--- src/rtl/bx_fetch_pkg.sv ---
package bx_fetch_pkg;

  typedef enum logic [1:0] {
    PH_IDLE = 2'd0,
    PH_C1   = 2'd1,
    PH_C2   = 2'd2,
    PH_C3   = 2'd3
  } bx_phase_e;

  localparam int unsigned NARROW_BYTES = 2;
  localparam int unsigned WIDE_BYTES   = 4;

endpackage

--- src/rtl/bx_rst_sync.sv ---
module bx_rst_sync #(
  parameter int unsigned STAGES = 2
) (
  input  logic clk,
  input  logic rst_n,
  output logic rst_n_sync
);

  logic [STAGES-1:0] sync_q;

  always_ff @(posedge clk or negedge rst_n) begin
    if (!rst_n) begin
      sync_q <= '0;
    end else begin
      sync_q <= {sync_q[STAGES-2:0], 1'b1};
    end
  end

  assign rst_n_sync = sync_q[STAGES-1];

endmodule

--- src/rtl/bx_target_calc.sv ---
module bx_target_calc #(
  parameter int unsigned AW = 32
) (
  input  logic          form_imm,
  input  logic          cur_narrow,
  input  logic [AW-1:0] pc,
  input  logic [AW-1:0] reg_val,
  input  logic [AW-1:0] imm_off,
  output logic          new_narrow,
  output logic [AW-1:0] target,
  output logic [AW-1:0] refill,
  output logic [AW-1:0] prefetch,
  output logic [AW-1:0] ret_addr
);
  import bx_fetch_pkg::*;

  localparam logic [AW-1:0] NW = AW'(NARROW_BYTES);
  localparam logic [AW-1:0] WW = AW'(WIDE_BYTES);

  logic [AW-1:0] old_w;
  logic [AW-1:0] new_w;
  logic [AW-1:0] raw;

  always_comb begin
    old_w = cur_narrow ? NW : WW;
    if (form_imm) begin
      new_narrow = ~cur_narrow;
      raw        = pc + imm_off;
    end else begin
      new_narrow = reg_val[0];
      raw        = reg_val;
    end
    new_w     = new_narrow ? NW : WW;
    target    = raw;
    target[0] = 1'b0;
    if (!new_narrow) begin
      target[1] = 1'b0;
    end
    refill   = target + new_w;
    prefetch = pc + (old_w << 1);
    ret_addr = pc + old_w;
  end

endmodule

--- src/rtl/bx_phase_ctrl.sv ---
module bx_phase_ctrl (
  input  logic                    clk,
  input  logic                    rst_n,
  input  logic                    req_valid,
  output logic                    accept,
  output bx_fetch_pkg::bx_phase_e phase
);
  import bx_fetch_pkg::*;

  bx_phase_e phase_q;
  bx_phase_e phase_d;
  logic      open_q;

  always_comb begin
    open_q  = (phase_q == PH_IDLE) || (phase_q == PH_C3);
    accept  = req_valid && open_q;
    phase_d = phase_q;
    unique case (phase_q)
      PH_IDLE: phase_d = accept ? PH_C1 : PH_IDLE;
      PH_C1:   phase_d = PH_C2;
      PH_C2:   phase_d = PH_C3;
      PH_C3:   phase_d = accept ? PH_C1 : PH_IDLE;
      default: phase_d = PH_IDLE;
    endcase
  end

  always_ff @(posedge clk or negedge rst_n) begin
    if (!rst_n) begin
      phase_q <= PH_IDLE;
    end else begin
      phase_q <= phase_d;
    end
  end

  assign phase = phase_q;

endmodule

--- src/rtl/bx_fetch_seq.sv ---
module bx_fetch_seq #(
  parameter int unsigned AW = 32
) (
  input  logic          clk,
  input  logic          rst_n,
  input  logic          req_valid,
  input  logic          req_imm,
  input  logic          req_link,
  input  logic          cur_narrow,
  input  logic [AW-1:0] cur_pc,
  input  logic [AW-1:0] reg_val,
  input  logic [AW-1:0] imm_off,
  output logic          busy,
  output logic          fetch_valid,
  output logic [AW-1:0] fetch_addr,
  output logic          fetch_seq,
  output logic          state_out,
  output logic          dside_en,
  output logic          link_we,
  output logic [AW-1:0] link_data
);
  import bx_fetch_pkg::*;

  logic          rst_n_int;
  logic          accept;
  bx_phase_e     phase;

  logic          calc_narrow;
  logic [AW-1:0] calc_target;
  logic [AW-1:0] calc_refill;
  logic [AW-1:0] calc_prefetch;
  logic [AW-1:0] calc_ret;

  logic          narrow_q, narrow_d;
  logic          link_q, link_d;
  logic [AW-1:0] target_q, target_d;
  logic [AW-1:0] refill_q, refill_d;
  logic [AW-1:0] prefetch_q, prefetch_d;
  logic [AW-1:0] ret_q, ret_d;

  bx_rst_sync #(.STAGES(2)) u_rst (
    .clk        (clk),
    .rst_n      (rst_n),
    .rst_n_sync (rst_n_int)
  );

  bx_phase_ctrl u_phase (
    .clk       (clk),
    .rst_n     (rst_n_int),
    .req_valid (req_valid),
    .accept    (accept),
    .phase     (phase)
  );

  bx_target_calc #(.AW(AW)) u_calc (
    .form_imm   (req_imm),
    .cur_narrow (cur_narrow),
    .pc         (cur_pc),
    .reg_val    (reg_val),
    .imm_off    (imm_off),
    .new_narrow (calc_narrow),
    .target     (calc_target),
    .refill     (calc_refill),
    .prefetch   (calc_prefetch),
    .ret_addr   (calc_ret)
  );

  // context capture, enabled by accept
  always_comb begin
    narrow_d   = narrow_q;
    link_d     = link_q;
    target_d   = target_q;
    refill_d   = refill_q;
    prefetch_d = prefetch_q;
    ret_d      = ret_q;
    if (accept) begin
      narrow_d   = calc_narrow;
      link_d     = req_link;
      target_d   = calc_target;
      refill_d   = calc_refill;
      prefetch_d = calc_prefetch;
      ret_d      = calc_ret;
    end
  end

  always_ff @(posedge clk or negedge rst_n_int) begin
    if (!rst_n_int) begin
      narrow_q   <= 1'b0;
      link_q     <= 1'b0;
      target_q   <= '0;
      refill_q   <= '0;
      prefetch_q <= '0;
      ret_q      <= '0;
    end else begin
      narrow_q   <= narrow_d;
      link_q     <= link_d;
      target_q   <= target_d;
      refill_q   <= refill_d;
      prefetch_q <= prefetch_d;
      ret_q      <= ret_d;
    end
  end

  // per-phase output selection
  always_comb begin
    busy        = 1'b0;
    fetch_valid = 1'b0;
    fetch_addr  = '0;
    fetch_seq   = 1'b0;
    state_out   = cur_narrow;
    dside_en    = 1'b1;
    link_we     = 1'b0;
    link_data   = '0;
    unique case (phase)
      PH_C1: begin
        busy        = 1'b1;
        fetch_valid = 1'b1;
        fetch_addr  = prefetch_q;
        fetch_seq   = 1'b1;
        state_out   = narrow_q;
      end
      PH_C2: begin
        busy        = 1'b1;
        fetch_valid = 1'b1;
        fetch_addr  = target_q;
        state_out   = narrow_q;
        dside_en    = 1'b0;
        link_we     = link_q;
        link_data   = link_q ? ret_q : '0;
      end
      PH_C3: begin
        fetch_valid = 1'b1;
        fetch_addr  = refill_q;
        fetch_seq   = 1'b1;
        state_out   = narrow_q;
        dside_en    = 1'b0;
      end
      default: begin
      end
    endcase
  end

endmodule

--- config.mk ---
export PLATFORM = sky130hd
export DESIGN_NAME = bx_fetch_seq
export DESIGN_NICKNAME = d
export VERILOG_FILES = /design/src/rtl/bx_fetch_pkg.sv /design/src/rtl/bx_rst_sync.sv /design/src/rtl/bx_target_calc.sv /design/src/rtl/bx_phase_ctrl.sv /design/src/rtl/bx_fetch_seq.sv
export SDC_FILE = /design/constraint.sdc
export NUM_CORES = 1
export LEC_CHECK = 0
export BUFFER_PORTS_ARGS = -buffer_cell sky130_fd_sc_hd__buf_4
export CORE_UTILIZATION = 40
export CTS_CLUSTER_SIZE = 16
export DETAILED_ROUTE_END_ITERATION = 7
export PLACE_DENSITY = 0.73
export SYNTH_ARGS = -nofsm -noshare
export SYNTH_HDL_FRONTEND = slang
export SYNTH_SLANG_ARGS = --single-unit
--- constraint.sdc ---
create_clock -name clk -period 11.9 [get_ports clk]
set_input_delay 0.595 -clock clk [delete_from_list [all_inputs] [get_ports clk]]
set_output_delay 0.595 -clock clk [all_outputs]
set_load 0.01 [all_outputs]
==> results.toml, run 1 <==
[power_and_ir_drop]
ir_drop_v = 0.000118
p_per_area_nw_per_um2 = 205
swShare_pct = 41.3
internal-power_uw = 1380
combPwrFrac_pct = 45.2
p_leak_uw = 0.00514
clockPowerShare_pct = 21.2
seq_power_share_pct = 33.7
switchingPower_uw = 975

[sta]
drv_slew = 0
worstMarginPinSlew_ps = 1100
fin_setup_tns_ps = 0
setup_viol = 0
rsz0062_at_grt = "no"
period_share_pct = 32.9
max_freq_mhz = 255
max_slew_margin_pct = 26.8
finalCriticalPeriod_ps = 3920
hold_violations = 0
fin_worst_skew_ps = 9.45

[grt]
grt_max_degree = 123
grt_pass1_vias = 8568
grt_pass1_wl_um = 48800
antenna_found_initial = 0
grt_use_total_pct = 26.3
overflow = 0

[die]
die_w_um = 156
core_region_area_um2 = 22900
rows = 55
io_pins = 172
die_h_um = 156
start_util_pct = 41.4
die_area_um2 = 24300

[worst_setup_path]
worstSetupEndpointType = "flip-flop"
rrSetupSlack_ps = 8760
crit_required_ps = 12210
crit_buf_inv = 2
reg2reg_from = "u_phase.phase[1]"
cp.arrival_ps = 4220
critical_path.max_stage_delay_ps = 500
r2r_cells = 6
slowest_stage = "or4_4"
critPathKind = "in -> reg"
crit_chain = "buf_4 > inv_1 > fa_1 > nand2b_1 > a21oi_4 > o211ai_1 > a31oi_1 > nand4b_1 > nand3_1 > o2111ai_4 > or4_4 > or3_1 > a221o_1"
crit_family = "simple AND/OR/NAND/NOR gates"
critPathMaxFanout = 6
start_kind = "primary input"
worstReg2RegEnd = "refill_q[29]"

[routing]
wl_um = 31800
drcViolationCount = 0
vias_per_cell = 5.78
drt-initial-drc-count = 1076
vias = 9273
drt.antenna.violating_nets = 0
first_pass_iters = 6
avgRoutedWirePerCell_um = 19.8

[synthesis]
synth_area_per_cell_um2 = 8.22
ys_top_cells_by_area = "dfrtp_1 (35%), nand2_1 (8.5%), o21ai_0 (6.4%)"
synth.distinct_cells = 78
synth_top_area_share_pct = 34.6
synth-edff-count = 0
syn_nets = 1298
ys_async_sr_fraction_pct = 100
yosysTopAreaCell = "dfrtp_1"
synthCells = 1153
ys_warn_count = 0
ys_seq_area_share_pct = 34.6
synth.most_common_cell = "nand2_1"
synth_ff_type = "dfrtp_1"
synth_area_um2 = 9480
synth_seq_cells = 131
synth_commonest_cells = "nand2_1 (216), dfrtp_1 (131), o21ai_0 (121)"

[layout]
area_growth_syn_to_layout_pct = 21.5
design_area_um2 = 11500
nets = 1424
finalNonFillerCells = 1605
antenna_cells = 0
fill_cells = 2194
drive_gt1_share_pct = 19.0

[clock_tree]
clockBufferDepth = 2
clk_latency_ps = 430
clock-root-buffer = "clkbuf_16"
cts_tree = "built"
cts_setup_buffers = 0
clkSlewWorstSetupHoldPaths_ps = 60
cts_made_buffers = 17
clock_sinks = 131
htree_levels = 4

[placement]
io_buffers = 171
dpl.hpwl_um = 23800
gp_congestion = 0.955
dpl.cell_count = 1572
placed_area_um2 = 11000

[worst_hold_path]
min_from = "u_rst.sync_q[0]"
hold_depth = 0
min_to = "u_rst.sync_q[1]"
worstHoldPathType = "reg -> reg"

[job]
cap_violations = 0

[run_status]
status = "complete, no violations"
[layer usage]
layer,share of wire (%),global-route usage [%]
met4,2.4,8.78
met3,7.0,3.81
met5,0,0
met2,44,38.4
met1,47,39.4
[worst reg2reg max path, stage by stage, from the launching register on]
cell and delay, ps:
dfrtp_1 380, inv_1 70, ha_1 350, nand2b_4 790, buf_4 890, nor2_1 220, a221o_1 330
[placed cells by master (no fill, tap or decap), types with 5 or more instances in the layout]
cell       synthesis  routed
and3_1            41      41
o31ai_1           10      10
clkbuf_1          63       5
ha_1              39      38
or3_1             11      11
nand4_1           21      21
mux2i_1           10      10
a21o_1            13      13
xor2_1            36      36
nand2b_1           6       5
nor2_1           100     100
nor2b_1           12      11
or4_1              6       6
nor3_1            16      16
a222oi_1          31      31
a221oi_1           5       5
o21ai_0          121     121
inv_1             18      18
nor4_1             7       7
dfrtp_1          131     130
a21oi_1           33      33
a31oi_1           13      13
nand3_1           28      28
nand2_1          216     216
xnor2_1           52      52
and4_1             5       5
clkbuf_16          0      17
buf_4              0     179
nand3b_1           5       5
[kinds of logic after synthesis]
| logic type | after synthesis | share of synthesized area (%) |
|---|---|---|
| simple gates | 495 | 24.9 |
| compound gates | 290 | 21.2 |
| buf+inv | 91 | 3.65 |
| xor+xnor | 88 | 8.13 |
| other cells | 1 | 0.0395 |
| flops | 131 | 34.6 |
| fa+ha+maj | 43 | 5.99 |
| mux | 14 | 1.53 |
[sequential cells by signal, summed over array words and instances (netlist names)]
signal	cells
prefetch_q	32
refill_q	31
ret_q	31
target_q	31
u_phase.phase	2
u_rst.sync_q	2
link_q	1
narrow_q	1
[how the worst max path moves through the flow]
stage / start / endpoint / cells past startpoint
floorplan: req_imm / refill_q[26] / 15
global placement: cur_pc[2] / refill_q[29] / 12
detailed placement: cur_pc[4] / refill_q[29] / 12
CTS: cur_pc[2] / refill_q[29] / 12
global route: cur_pc[10] / refill_q[29] / 12
finish: cur_pc[1] / refill_q[29] / 13
[what timing repair did]
action                                 in CTS  in global routing
resized for setup                           0                  0
endpoints found under the hold margin       2                  0
hold buffers                                1                  0
[cell type report]
cell class,instances,area [um2],share of cell area (%)
clock buffers,25,485,4.21
clock inverters,7,73.8,0.641
inverters,18,67.6,0.586
multi-input cells,931,5870,50.9
flip-flops and latches,131,3280,28.5
well taps,313,392,3.40
repair buffers,180,1350,11.7
[power groups by stage]
stage               sequential, uW  combinational (uW)  clock (uW)
finish                         794                1070         499
global route                   818                1180         525
CTS                            790                1070         505
detailed placement             796                1060           0
global placement               787                1040           0
floorplan                      749                 700           0
[through the flow]
stage	util [%]	total power [uW]	setup slack [ps]	hold WS [ps]
floorplan	-	1450	7350	299
global placement	47.8	1830	7580	336
detailed placement	47.8	1860	7580	339
CTS	50.3	2360	8020	352
global route	50.3	2530	7710	368
finish	50.3	2360	7980	350
Note: power is estimated with default switching activity, not from simulation.
==> inputs of run 2 (changes only) <==
ABC_AREA = 1   (was default)
PLACE_DENSITY = 0.72   (was 0.73)
clock period = 3.8 ns   (was 11.9 ns; I/O delays follow)
==> results.toml, run 2 <==
[run_status]
status = "complete, no violations"

[worst_setup_path]
r2r_cells = 8
slowest_stage = "nand2_1"
crit_buf_inv = 2
crit_family = "simple AND/OR/NAND/NOR gates"
critPathKind = "reg -> out"
crit_required_ps = 3610
worstSetupEndpointType = "primary output"
critical_path.max_stage_delay_ps = 820
rrSetupSlack_ps = 1620
crit_cells = 5
crit_chain = "inv_1 > ha_1 > nand2_1 > nor2_1 > buf_4"
cp.arrival_ps = 2890
worstReg2RegEnd = "refill_q[15]"
critPathMaxFanout = 33
start_kind = "flip-flop"
reg2reg_from = "u_phase.phase[0]"

[layout]
area_growth_syn_to_layout_pct = 19.3
final_common_cell = "nand2_1"
nets = 2060
final_cell_mix = "nand2_1 (648), inv_1 (257), buf_4 (180), nor2_1 (162), dfrtp_1 (130)"
antenna_cells = 0
largest_register_ffs = 32
regMostFlops = "prefetch_q"
drive_gt1_share_pct = 15.4

[routing]
avgRoutedWirePerCell_um = 17.4
vias_per_cell = 5.12
met3WireLength_um = 3060
vias = 11600
top_layer = "met4"
m1WireLength_um = 17300
wl_um = 39400
drt.antenna.violating_nets = 0
wl_met2_um = 17300
first_pass_iters = 5
drcViolationCount = 0
drt-initial-drc-count = 813

[synthesis]
synthCells = 1772
synth_ff_type = "dfrtp_1"
synth_seq_cells = 131
ys_async_sr_fraction_pct = 100
synth.most_common_cell = "nand2_1"
ys_top_cells_by_area = "dfrtp_1 (30%), nand2_1 (22%), inv_1 (8.8%)"
syn_nets = 1917
ys_seq_area_share_pct = 29.9
yosysTopAreaCell = "dfrtp_1"
synth_top_area_share_pct = 29.9
synth.distinct_cells = 44
synth_commonest_cells = "nand2_1 (649), inv_1 (258), nor2_1 (162)"
ys_warn_count = 0
synth_area_per_cell_um2 = 6.19
synth-edff-count = 0
synth_area_um2 = 11000

[clock_tree]
cts_tree = "built"
clock-root-buffer = "clkbuf_16"
cts_setup_buffers = 0
htree_levels = 4
post_cts_resized = 0
clkSlewWorstSetupHoldPaths_ps = 50
clock_sinks = 131
cts_made_buffers = 17
holdBufCountCts = 2
clockBufferDepth = 2
clk_latency_ps = 420

[grt]
grt_pass1_vias = 11000
overflow = 0
antenna_found_initial = 0
grt_use_total_pct = 28.5
grt_max_degree = 165
grt_pass1_wl_um = 60700

[die]
io_pins = 172
core_region_area_um2 = 27000
rows = 60
die_area_um2 = 28100
die_h_um = 168
start_util_pct = 40.7
die_w_um = 168

[worst_hold_path]
min_from = "cur_pc[0]"
min_to = "prefetch_q[0]"
worstHoldPathType = "in -> reg"
hold_depth = 3

[sta]
rsz0062_at_grt = "no"
fin_worst_skew_ps = 8.95
max_freq_mhz = 325
fin_setup_tns_ps = 0
setup_ws_ps = 721
period_share_pct = 81.0
hold_violations = 0
setup_viol = 0
finalCriticalPeriod_ps = 3080
drv_slew = 0
worstMarginPinSlew_ps = 1020
max_slew_margin_pct = 31.6

[job]
cap_violations = 0

[placement]
gp_congestion = 0.968
io_buffers = 171
place_worst_setup_slack_ps = 819
dpl.hpwl_um = 31500

[power_and_ir_drop]
ir_drop_v = 0.000465
p_per_area_nw_per_um2 = 608
p_leak_uw = 0.00721
-- run 2: cell types whose count changed after synthesis, moves of 20 or more --
cell      delta
a222oi_1    -31
and3_1      -41
nor2_1      +62
nand2_1    +433
or2_2       +20
xnor2_1     -41
o21ai_0     -46
inv_1      +240
nand3_1    +101
-- run 2: area by class of cell --
class / instances / area [um2]
fillers: 2829 / 13900
multi-input cells: 1310 / 6440
flip-flops and latches: 131 / 3280
repair buffers: 184 / 1410
inverters: 271 / 1020
clock buffers: 22 / 454
well taps: 341 / 427
clock inverters: 7 / 62.6
-- run 2: worst max path at each step --
stage | to | slack, ps | from
global route | link_data[30] | 500 | u_phase.phase[0]
global placement | refill_q[30] | 920 | cur_pc[0]
detailed placement | refill_q[30] | 820 | cur_pc[0]
finish | link_data[4] | 720 | u_phase.phase[0]
CTS | link_data[4] | 680 | u_phase.phase[0]
floorplan | refill_q[28] | 1230 | req_imm
-- run 2: cell families (layout without fill, tap and decap cells) --
logic type               after synthesis  after routing  synth area share (%)
adder cells (fa/ha/maj)               43             43                  5.18
AND/OR/NAND/NOR                     1071           1071                  42.0
flip-flops                           131            131                  29.9
XOR/XNOR                              48             48                  3.83
buffers and inverters                331            484                  11.5
AO/OA/AOI/OAI                        147            147                  7.57
other                                  1              1                0.0342
-- run 2: per-stage QoR --
| stage | cells | total power, uW | utilization, % | hold slack [ps] | cell area [um2] |
|---|---|---|---|---|---|
| 5_1_grt | 2266 | 8570 | 48.6 | 39.7 | 13100 |
| 6_report | 2266 | 7950 | 48.6 | 16.3 | 13100 |
| 4_1_cts | 2266 | 7960 | 48.6 | 7.51 | 13100 |
| 3_5_place_dp | 2235 | 6470 | 46.6 | -24.8 | 12600 |
| 3_3_place_gp | 2235 | 6390 | 46.6 | -26.0 | 12600 |
| 2_1_floorplan | 1772 | 4920 | - | -106 | 11000 |
-- run 2: routing by layer --
layer / GRT usage [%] / vias to the layer above
met3: 5.67 / 75
met1: 37.9 / 5307
met5: 0 / -
li1: - / 5768
met2: 44.6 / 442
met4: 12.8 / 0
-- run 2: worst reg2reg max path, delay by kind of cell, from the launching register on --
kind | cells | cell delay, ps
AOI/OAI and AO/OA | 1 | 270
and+or+nand+nor | 2 | 180
DFF | 1 | 370
buffers and inverters | 4 | 920
adders and majority gates | 1 | 340
-- run 2: where the power goes --
group	switching [uW]	internal, uW	total [uW]
registers	384	2080	2470
clock network	590	898	1490
logic	2510	1490	4000
==> inputs of run 3 (changes only) <==
ABC_AREA = 0   (was 1)
PLACE_DENSITY = 0.73   (was 0.72)
clock period = 3.2 ns   (was 3.8 ns; I/O delays follow)
==> results.toml, run 3 (synthesis results as in run 1) <==
[routing]
first_pass_iters = 7
drt.antenna.violating_nets = 0
drcViolationCount = 0
drt-initial-drc-count = 1084
vias = 9986
vias_per_cell = 5.59
wl_um = 33600
avgRoutedWirePerCell_um = 18.8

[layout]
fill_cells = 2046
utilization_pct = 57.3
antenna_cells = 0
final_common_cell = "buf_4"
finalNonFillerCells = 1785
nets = 1604
drive_gt1_share_pct = 30.8
largest_register_ffs = 32
final_cell_mix = "buf_4 (355), nand2_1 (216), dfrtp_1 (130), o21ai_0 (119), nor2_1 (100)"
design_area_um2 = 13100
regMostFlops = "prefetch_q"
area_growth_syn_to_layout_pct = 38.5

[clock_tree]
clkSlewWorstSetupHoldPaths_ps = 70
cts_tree = "built"
htree_levels = 4
clock-root-buffer = "clkbuf_16"
clk_latency_ps = 430
clockBufferDepth = 2
cts_made_buffers = 17
clock_sinks = 131

[power_and_ir_drop]
p_leak_uw = 0.00605
seq_power_share_pct = 31.9
internal-power_uw = 5520
ir_drop_v = 0.000443
switchingPower_uw = 3830
p_per_area_nw_per_um2 = 712
swShare_pct = 41.0
clockPowerShare_pct = 21.2
combPwrFrac_pct = 46.9

[worst_setup_path]
crit_chain = "buf_4 > ha_1 > buf_4 > a21oi_2 > o21ai_1 > a21boi_1 > o31ai_2 > buf_4 > a211oi_4 > o211a_1 > a221oi_1 > or4_4 > or3_1 > a221o_1"
crit_buf_inv = 3
critical_path.max_stage_delay_ps = 540
cp.arrival_ps = 3370
r2r_cells = 5
crit_required_ps = 3500
crit_family = "compound AO/OA/AOI/OAI gates"
worstReg2RegEnd = "prefetch_q[5]"
critPathMaxFanout = 4
rrSetupSlack_ps = 1010
critPathKind = "in -> reg"
start_kind = "primary input"
worstSetupEndpointType = "flip-flop"
reg2reg_from = "u_phase.phase[0]"
slowest_stage = "or4_4"
crit_top_cell = "buf_4"

[worst_hold_path]
worstHoldPathType = "in -> reg"
min_to = "refill_q[1]"
min_from = "reg_val[1]"
hold_depth = 4

[sta]
hold_violations = 0
max_slew_margin_pct = 39.0
drv_slew = 0
hold_ws_ps = 39.7
fin_worst_skew_ps = 9.81
period_share_pct = 95.9
max_freq_mhz = 326
worstMarginPinSlew_ps = 914
finalCriticalPeriod_ps = 3070
setup_viol = 0

[die]
io_pins = 172
rows = 55
start_util_pct = 41.4
core_region_area_um2 = 22900
die_h_um = 156
die_area_um2 = 24300
die_w_um = 156

[placement]
dpl.cell_count = 1747
placed_area_um2 = 12300
io_buffers = 171
dpl.hpwl_um = 26200
gp_congestion = 0.921

[grt]
overflow = 0
grt_max_degree = 77
grt_pass1_vias = 9573
grt_use_total_pct = 28.2
antenna_found_initial = 0
grt_pass1_wl_um = 52900

[job]
cap_violations = 0

[run_status]
status = "complete, no violations"
run 3: cell types whose count changed in the layout (fill, tap and decap cells not counted), sizes merged, moves of 20 or more:
| cell | delta |
|---|---|
| nand2 | -451 |
| buf | +176 |
| or2 | -20 |
| nand3 | -110 |
| nor2 | -83 |
| inv | -248 |
| and3 | +41 |
| o21ai | +41 |
| a222oi | +31 |
| xnor2 | +41 |
run 3: area by class of cell:
cell class / instances / area, um2 / area share (%)
repair buffers: 360 / 2750 / 20.9
inverters: 18 / 67.6 / 0.515
flip-flops and latches: 131 / 3280 / 25.0
multi-input cells: 931 / 6050 / 46.1
clock inverters: 14 / 150 / 1.14
clock buffers: 18 / 439 / 3.34
well taps: 313 / 392 / 2.98
run 3: worst max path at each step:
stage / from / endpoint / slack [ps] / cells past startpoint
floorplan: req_imm / refill_q[26] / -120 / 15
global placement: cur_pc[2] / refill_q[29] / -340 / 12
detailed placement: cur_pc[4] / refill_q[29] / -430 / 12
CTS: cur_pc[4] / refill_q[29] / 3 / 12
global route: cur_pc[13] / refill_q[27] / -4 / 15
finish: cur_pc[7] / refill_q[29] / 130 / 14
run 3: worst register-to-register path, cell delays in order (launching register included):
cell	delay, ps
dfrtp_1	370
inv_1	70
ha_1	370
nand2b_4	660
buf_4	430
o21ai_0	150
run 3: stage by stage:
step | total power, uW | setup TNS [ps] | setup WS [ps]
3_3_place_gp | 7180 | -2860 | -340
6_report | 9350 | 0 | 131
2_1_floorplan | 5400 | -165 | -119
5_1_grt | 10000 | -6.91 | -3.70
3_5_place_dp | 7310 | -4110 | -434
4_1_cts | 9300 | 0 | 3.13
run 3: repair_timing:
item / CTS / global route
gates resized for setup: 0 / 29
setup buffers: 0 / 4
setup endpoints to repair: 0 / 9
endpoints found under the hold margin: 3 / 0
hold buffers: 2 / 0
run 3: power by group through the flow:
stage	Sequential (uW)	Combinational [uW]	Clock (uW)
3_3_place_gp	2950	4230	0
6_report	2980	4390	1980
3_5_place_dp	2980	4320	0
5_1_grt	3070	4890	2070
4_1_cts	2970	4330	1990
2_1_floorplan	2780	2610	0
run 3: per-layer routing:
| layer | wire (um) | vias to the layer above | GRT usage (%) | share of wire, % |
|---|---|---|---|---|
| met5 | 0 | - | 0 | 0 |
| met4 | 691 | 0 | 7.10 | 2.1 |
| met3 | 2430 | 48 | 4.25 | 7.2 |
| met2 | 15100 | 445 | 44.1 | 45 |
| met1 | 15300 | 4736 | 40.5 | 46 |
| li1 | - | 4757 | - | - |
